**src/rtl/iocfg_pkg.sv**
```systemverilog
package iocfg_pkg;

  localparam int NUM_DEV = 3;
  localparam int DEV_PP  = 0;
  localparam int DEV_SP1 = 1;
  localparam int DEV_SP2 = 2;

  // Register numbers reached through the data address
  localparam logic [7:0] PWR_IDX  [2]       = '{8'h01, 8'h02};
  localparam logic [7:0] BASE_IDX [NUM_DEV] = '{8'h23, 8'h24, 8'h25};

  // Which power register and which bit enables each device
  localparam int PWR_SLOT [NUM_DEV] = '{0, 1, 1};
  localparam int PWR_BIT  [NUM_DEV] = '{2, 3, 7};

  // Decode window in bytes per device
  localparam int WIN_BYTES [NUM_DEV] = '{4, 8, 8};

  // Lowest base address at which a device may be active
  localparam int MIN_BASE_ADDR = 'h100;
  localparam logic [7:0] MIN_BASE_REG = 8'(MIN_BASE_ADDR >> 2);

  typedef struct packed {
    logic       regWr;   // write the selected register this cycle
    logic [7:0] regIdx;  // currently selected register number
    logic [7:0] wrData;  // data for the write
  } cfgStrobe_t;

endpackage

```
**src/rtl/iocfg_ctrl.sv**
```systemverilog
module iocfg_ctrl
  import iocfg_pkg::*;
#(
  parameter int ADDR_W = 16,
  parameter logic [ADDR_W-1:0] IDX_PORT  = 'h2E,
  parameter logic [ADDR_W-1:0] DATA_PORT = 'h2F,
  parameter logic [7:0] KEY_ENTER = 8'h55,
  parameter logic [7:0] KEY_EXIT  = 8'hAA
) (
  input  logic              clk,
  input  logic              rstN,
  input  logic [ADDR_W-1:0] busAddr,
  input  logic [7:0]        busWrData,
  input  logic              busWr,
  input  logic              busRd,
  input  logic [7:0]        regRdVal,
  output cfgStrobe_t        stb,
  output logic [7:0]        busRdData
);

  logic       cfgQ;
  logic [7:0] idxQ;
  logic       idxHit, dataHit;

  assign idxHit  = (busAddr == IDX_PORT);
  assign dataHit = (busAddr == DATA_PORT);

  always_ff @(posedge clk or negedge rstN) begin
    if (!rstN) begin
      cfgQ <= 1'b0;
      idxQ <= 8'h00;
    end else if (busWr && idxHit) begin
      if (busWrData == KEY_ENTER) begin
        cfgQ <= 1'b1;
      end else if (cfgQ) begin
        if (busWrData == KEY_EXIT) cfgQ <= 1'b0;
        else                       idxQ <= busWrData;
      end
    end
  end

  always_comb begin
    stb.regWr  = busWr && dataHit && cfgQ;
    stb.regIdx = idxQ;
    stb.wrData = busWrData;
  end

  always_comb begin
    busRdData = 8'h00;
    if (busRd && idxHit)       busRdData = cfgQ ? idxQ : 8'hFF;
    else if (busRd && dataHit) busRdData = cfgQ ? regRdVal : 8'hFF;
  end

  a_r1_enter_key: assert property (@(posedge clk) disable iff (!rstN)
    (busWr && idxHit && busWrData == KEY_ENTER) |=> cfgQ);

  a_r2_exit_key: assert property (@(posedge clk) disable iff (!rstN)
    (busWr && idxHit && busWrData == KEY_EXIT && cfgQ) |=> (!cfgQ && $stable(idxQ)));

  a_r5_locked_index: assert property (@(posedge clk) disable iff (!rstN)
    (!cfgQ) |=> $stable(idxQ));

  a_r5_locked_no_write: assert property (@(posedge clk) disable iff (!rstN)
    (!cfgQ && !(busWr && idxHit)) |=> !cfgQ);

endmodule

```
**src/rtl/iocfg_regs.sv**
```systemverilog
module iocfg_regs
  import iocfg_pkg::*;
#(
  parameter int ADDR_W = 16
) (
  input  logic               clk,
  input  logic               rstN,
  input  cfgStrobe_t         stb,
  input  logic [ADDR_W-1:0]  busAddr,
  output logic [7:0]         regRdVal,
  output logic [NUM_DEV-1:0] devActive,
  output logic [NUM_DEV-1:0] devSel
);

  localparam int PAD_W = ADDR_W - 10;

  logic [7:0] pwrQ  [2];
  logic [7:0] baseQ [NUM_DEV];

  for (genvar p = 0; p < 2; p++) begin : g_pwr
    always_ff @(posedge clk or negedge rstN) begin
      if (!rstN)                                   pwrQ[p] <= 8'h00;
      else if (stb.regWr && stb.regIdx == PWR_IDX[p]) pwrQ[p] <= stb.wrData;
    end
  end

  for (genvar d = 0; d < NUM_DEV; d++) begin : g_dev
    logic [ADDR_W-1:0] baseAddr;
    logic [ADDR_W-1:0] offset;

    always_ff @(posedge clk or negedge rstN) begin
      if (!rstN)                                        baseQ[d] <= 8'h00;
      else if (stb.regWr && stb.regIdx == BASE_IDX[d]) baseQ[d] <= stb.wrData;
    end

    assign baseAddr     = {{PAD_W{1'b0}}, baseQ[d], 2'b00};
    assign offset       = busAddr - baseAddr;
    assign devActive[d] = pwrQ[PWR_SLOT[d]][PWR_BIT[d]] && (baseQ[d] >= MIN_BASE_REG);
    assign devSel[d]    = devActive[d] && (offset < ADDR_W'(WIN_BYTES[d]));

    a_r9_sel_needs_active: assert property (@(posedge clk) disable iff (!rstN)
      devSel[d] |-> devActive[d]);

    a_r4_base_store: assert property (@(posedge clk) disable iff (!rstN)
      (stb.regWr && stb.regIdx == BASE_IDX[d]) |=> (baseQ[d] == $past(stb.wrData)));
  end

  always_comb begin
    regRdVal = 8'h00;
    for (int p = 0; p < 2; p++)
      if (stb.regIdx == PWR_IDX[p]) regRdVal = pwrQ[p];
    for (int d = 0; d < NUM_DEV; d++)
      if (stb.regIdx == BASE_IDX[d]) regRdVal = baseQ[d];
  end

  logic idxKnown;
  always_comb begin
    idxKnown = 1'b0;
    for (int p = 0; p < 2; p++)       if (stb.regIdx == PWR_IDX[p])  idxKnown = 1'b1;
    for (int d = 0; d < NUM_DEV; d++) if (stb.regIdx == BASE_IDX[d]) idxKnown = 1'b1;
  end

  a_r6_unimpl_write: assert property (@(posedge clk) disable iff (!rstN)
    (stb.regWr && !idxKnown) |=> ($stable(pwrQ[0]) && $stable(pwrQ[1]) &&
      $stable(baseQ[0]) && $stable(baseQ[1]) && $stable(baseQ[2])));

  a_r7_power_store: assert property (@(posedge clk) disable iff (!rstN)
    (stb.regWr && stb.regIdx == PWR_IDX[1]) |=> (pwrQ[1] == $past(stb.wrData)));

endmodule

```
**src/rtl/iocfg_unit.sv**
```systemverilog
module iocfg_unit
  import iocfg_pkg::*;
#(
  parameter int ADDR_W = 16
) (
  input  logic              clk,
  input  logic              rstN,
  input  logic [ADDR_W-1:0] busAddr,
  input  logic [7:0]        busWrData,
  input  logic              busWr,
  input  logic              busRd,
  output logic [7:0]        busRdData,
  output logic              ppSel,
  output logic              sp1Sel,
  output logic              sp2Sel,
  output logic              ppActive,
  output logic              sp1Active,
  output logic              sp2Active
);

  cfgStrobe_t         stb;
  logic [7:0]         regRdVal;
  logic [NUM_DEV-1:0] devActive, devSel;

  iocfg_ctrl #(.ADDR_W(ADDR_W)) u_ctrl (
    .clk(clk), .rstN(rstN), .busAddr(busAddr), .busWrData(busWrData),
    .busWr(busWr), .busRd(busRd), .regRdVal(regRdVal), .stb(stb),
    .busRdData(busRdData)
  );

  iocfg_regs #(.ADDR_W(ADDR_W)) u_regs (
    .clk(clk), .rstN(rstN), .stb(stb), .busAddr(busAddr),
    .regRdVal(regRdVal), .devActive(devActive), .devSel(devSel)
  );

  assign ppSel     = devSel[DEV_PP];
  assign sp1Sel    = devSel[DEV_SP1];
  assign sp2Sel    = devSel[DEV_SP2];
  assign ppActive  = devActive[DEV_PP];
  assign sp1Active = devActive[DEV_SP1];
  assign sp2Active = devActive[DEV_SP2];

  a_r10_reset_idle: assert property (@(posedge clk) $rose(rstN) |-> (devActive == '0));

endmodule

```
**config.mk**
```make
export PLATFORM = sky130hd
export DESIGN_NAME = iocfg_unit
export DESIGN_NICKNAME = d
export VERILOG_FILES = /design/src/rtl/iocfg_pkg.sv /design/src/rtl/iocfg_ctrl.sv /design/src/rtl/iocfg_regs.sv /design/src/rtl/iocfg_unit.sv
export SDC_FILE = /design/constraint.sdc
export NUM_CORES = 1
export LEC_CHECK = 0
export BUFFER_PORTS_ARGS = -buffer_cell sky130_fd_sc_hd__buf_2
export CAP_MARGIN = 20
export CORE_UTILIZATION = 40
export CTS_CLUSTER_SIZE = 24
export DETAILED_ROUTE_END_ITERATION = 6
export PLACE_DENSITY = 0.63
export SKIP_CTS_REPAIR_TIMING = 1
export SLEW_MARGIN = 20
export SYNTH_ARGS = -nofsm -noshare
export SYNTH_HDL_FRONTEND = slang
export SYNTH_SLANG_ARGS = --single-unit
```
**constraint.sdc**
```tcl
create_clock -name clk -period 2.6 [get_ports clk]
set_clock_uncertainty 0.05 [all_clocks]
set_input_delay 0.26 -clock clk [delete_from_list [all_inputs] [get_ports clk]]
set_output_delay 0.26 -clock clk [all_outputs]
set_load 0.01 [all_outputs]
```
==> impl_metrics.tcl <==
set metrics [dict create \
    synth_top_family_by_area "compound AO/OA/AOI/OAI gates" \
    synth_compound_gate_area_share 0.1879 \
    globalRouteOverflowTotal 0 \
    crit_path_cell_trace "inv_1 > ha_2 > or4_2 > nor3_2 > xor2_1 > or3_4 > a2111oi_4 > buf_2" \
    core_um2 8891 \
    multi_input_comb_area_um2 2569 \
    max_slew.worst_pin.slew_ps 595.7 \
    failed_checks "negative setup slack" \
    maximum_number_of_pins_on_one_net_before_global_route_repair 28 \
    timing.hold.ws_ps 276.6 \
    drcViolationCount 0 \
    finalSetupViolCount 2 \
    drt_iter0_markers 177 \
    post-route-worst-setup-slack_ps -375.2 \
    static-leakage-power_nw 2.173 \
    fp.dieArea_um2 9731 \
    vias_per_cell 5.881 \
    seq_area_um2 1226 \
    die_height_um 98.65 \
    count_of_mapped_cells_out_of_synthesis 382 \
    cts.clk_slew.worst_paths_ps 90 \
    critPathSlowestCell "or4_2" \
    track_usage 0.2227 \
    drv_slew 0 \
    timing_hold_violations_final 0 \
    die_width_um 98.65 \
    power.total_mw 1.627 \
    first_pass_iters 5 \
    worst-endpoint-arrival_ps 2670 \
    timing.critical_path.from_type "flip-flop" \
    initial_core_util 0.4202 \
    cts-root-to-sink-buffers 2 \
    ys_types 62 \
    finalWorstPathRequiredPeriod_ps 2975 \
    clock_tree.root_cell "clkbuf_8" \
    critical_path_peak_fanout 2 \
    grt_pass1_wl_mm 17.08 \
    swShare 0.2574 \
    maxCapViolCount 0 \
    synth_fa_ha_area_frac 0.08975 \
    post-route-period-util 1.144 \
    yosys_reg_bits 49 \
    switching_component_of_the_power_uw 418.7 \
    synthesis.yosys.warnings 0 \
    clock.fmax_mhz 336.1 \
    hpwl_mm 8.279 \
    cts_buffers 5 \
    i_o_pin_count 42 \
    post_synth_instance_area_um2 3736 \
    critPathKind "flip-flop to output port" \
    worst_hold_path_type "input pin to flip-flop" \
    count_of_cells_along_the_worst_hold_path 2 \
    syn-num-nets 435 \
    power_per_cell_area_nw_per_um2 337.6 \
    final_net_count 532 \
    cpPeakStageDelay_ps 680 \
    worst_setup_path_end_kind "output port" \
    tritoncts "done" \
    post_route_cells_drive_above_1_share 0.4229 \
    fillers 826 \
    r2r_setup_slack_ps 600 \
    pwr-share-seq 0.468 \
    number_of_antenna_violations_at_the_first_check_in_global_routing 0 \
    tritoncts_num_sinks 49 \
    synth-edff-count 0 \
    internal-power_mw 1.208 \
    synthArstFlopShare 1.000 \
    rsz0062_at_grt "true" \
    io_buffer_count 41 \
    wl_per_cell_um 18.43 \
    synth_xor_xnor_area_share 0.02579 \
    muxShareOfSynthArea 0.1500 \
    h-tree-depth 2 \
    run_status "finished, violations left" \
    area.growth.synth_to_final_pct 28.97 \
    dominantRegCellSynth "dfrtp_1" \
    fp-row-count 34 \
    detail-route-antenna-nets 0 \
    critPathRequiredTime_ps 2290 \
    clk-insertion-delay-late_ps 300 \
    fraction_of_power_consumed_by_the_clock_network 0.340 \
    insertedDiodeCount 0 \
    slew_headroom 0.6029 \
    irDropWorstVdd_v 0.0002419 \
    gp_routability_congestion 0.8736 \
    timing.reg2reg.worst_path_depth 4 \
    routed_wl_mm 10.84 \
    yosysSeqAreaShare 0.3282 \
    avgSynthCellArea_um2 9.780 \
    vias 3458 \
    combPwrFrac 0.192 \
    grt_pass1_vias 3267 \
    synthSimpleGateAreaFrac 0.1718 \
]
metrics by stage:
step / TNS, ps / util / worst slack (ps) / std cells / instance area (µm²)
global placement: -295.0 / 0.4975 / -240.0 / 572 / 4423
global route: -1084 / 0.5419 / -512.7 / 588 / 4818
floorplan: 0 / - / 48.33 / 382 / 3760
finish: -606.0 / 0.5419 / -375.2 / 588 / 4818
CTS: -1090 / 0.5106 / -535.3 / 580 / 4539
detailed placement: -346.8 / 0.4975 / -274.2 / 572 / 4423
per-layer routing:
layer | vias to the layer above | GRT usage | share of wire | routed length, µm
li1 | 1660 | - | - | -
met1 | 1681 | 0.3251 | 0.47 | 5116
met2 | 103 | 0.3619 | 0.47 | 5053
met3 | 14 | 0.01986 | 0.047 | 509
met4 | 0 | 0.04478 | 0.014 | 157
met5 | - | 0 | 0 | 0
layout by cell type, fill, tap and decap left out, types with 4 or more instances in the layout:
cell type,instances
o22ai_2,4
nand3_1,6
a21boi_1,4
nand2_1,23
xnor2_1,6
xor2_1,5
o21ai_0,13
a31oi_1,4
clkbuf_8,6
nor4_1,6
buf_2,41
buf_4,52
nand2_2,4
ha_1,16
mux2_2,47
a222oi_1,7
nand4_1,6
dfrtp_1,49
nor3_1,8
a21oi_1,16
nor4bb_1,4
o22ai_1,7
nor2_1,13
inv_1,31
nor2b_1,4
a221oi_1,8
ha_4,4
o21a_1,7
path summary, 6_finish.rpt:
path	start	to
worst max-delay path	u_regs.baseQ[23]	ppSel
worst min-delay path	busWrData[3]	u_regs.baseQ[11]
worst max register to register	u_ctrl.idxQ[7]	u_regs.pwrQ[10]
worst min register to register	u_regs.pwrQ[0]	u_regs.pwrQ[0]
max in group asynchronous	rstN	u_regs.pwrQ[11]
min in group asynchronous	rstN	u_ctrl.idxQ[0]
power by group through the flow:
stage               registers [mW]  logic, mW  clock network, mW
finish                       0.761      0.312              0.553
global route                 0.761      0.343              0.592
CTS                          0.761      0.280              0.566
detailed placement           0.777      0.278                  0
global placement             0.777      0.274                  0
floorplan                    0.777      0.144                  0
cell usage after synthesis (all sizes together) (4+ instances only):
master | instances | area [µm²]
nand3 | 6 | 30.03
nor4 | 7 | 58.81
nand2 | 27 | 111.4
ha | 22 | 275.3
buf | 4 | 28.78
mux2 | 48 | 540.5
nor2 | 15 | 56.30
nor2b | 6 | 37.54
xor2 | 5 | 43.79
or4 | 4 | 35.03
o22ai | 11 | 68.82
inv | 33 | 123.9
a31oi | 5 | 31.28
nor3 | 11 | 65.06
xnor2 | 6 | 52.55
nand4 | 6 | 37.54
o21ai | 15 | 75.07
o21a | 7 | 52.55
a211oi | 4 | 35.03
nor4bb | 4 | 40.04
a21boi | 7 | 52.55
dfrtp | 49 | 1226
a222oi | 7 | 70.07
a221oi | 8 | 70.07
a21oi | 17 | 85.08
sequential cells by signal, summed over array words and instances (netlist names):
name	cells
u_regs.baseQ	24
u_ctrl.idxQ	8
u_regs.pwrQ	16
u_ctrl.cfgQ	1
layout make-up:
class | count | area share
Clock inverter | 1 | 0.006232
Sequential cell | 49 | 0.2545
Inverter | 33 | 0.02571
Tap cell | 108 | 0.02804
Timing Repair Buffer | 97 | 0.1345
Clock buffer | 7 | 0.01792
Multi-Input combinational cell | 293 | 0.5331
cells by family after synthesis:
family                   after synthesis
AO/OA/AOI/OAI                        100
XOR/XNOR                              11
adder cells (fa/ha/maj)               25
buffers and inverters                 40
flip-flops                            49
multiplexers                          50
AND/OR/NAND/NOR                      107
worst max-delay path, delay by kind of cell, from the launching register on:
| kind | cells | cell delay (ps) |
|---|---|---|
| AO/OA/AOI/OAI | 1 | 280 |
| XOR/XNOR | 1 | 90 |
| adder cells (fa/ha/maj) | 1 | 160 |
| buffers and inverters | 2 | 240 |
| flip-flops | 1 | 360 |
| AND/OR/NAND/NOR | 3 | 1240 |
No activity file was read; power rests on OpenSTA's default activity.
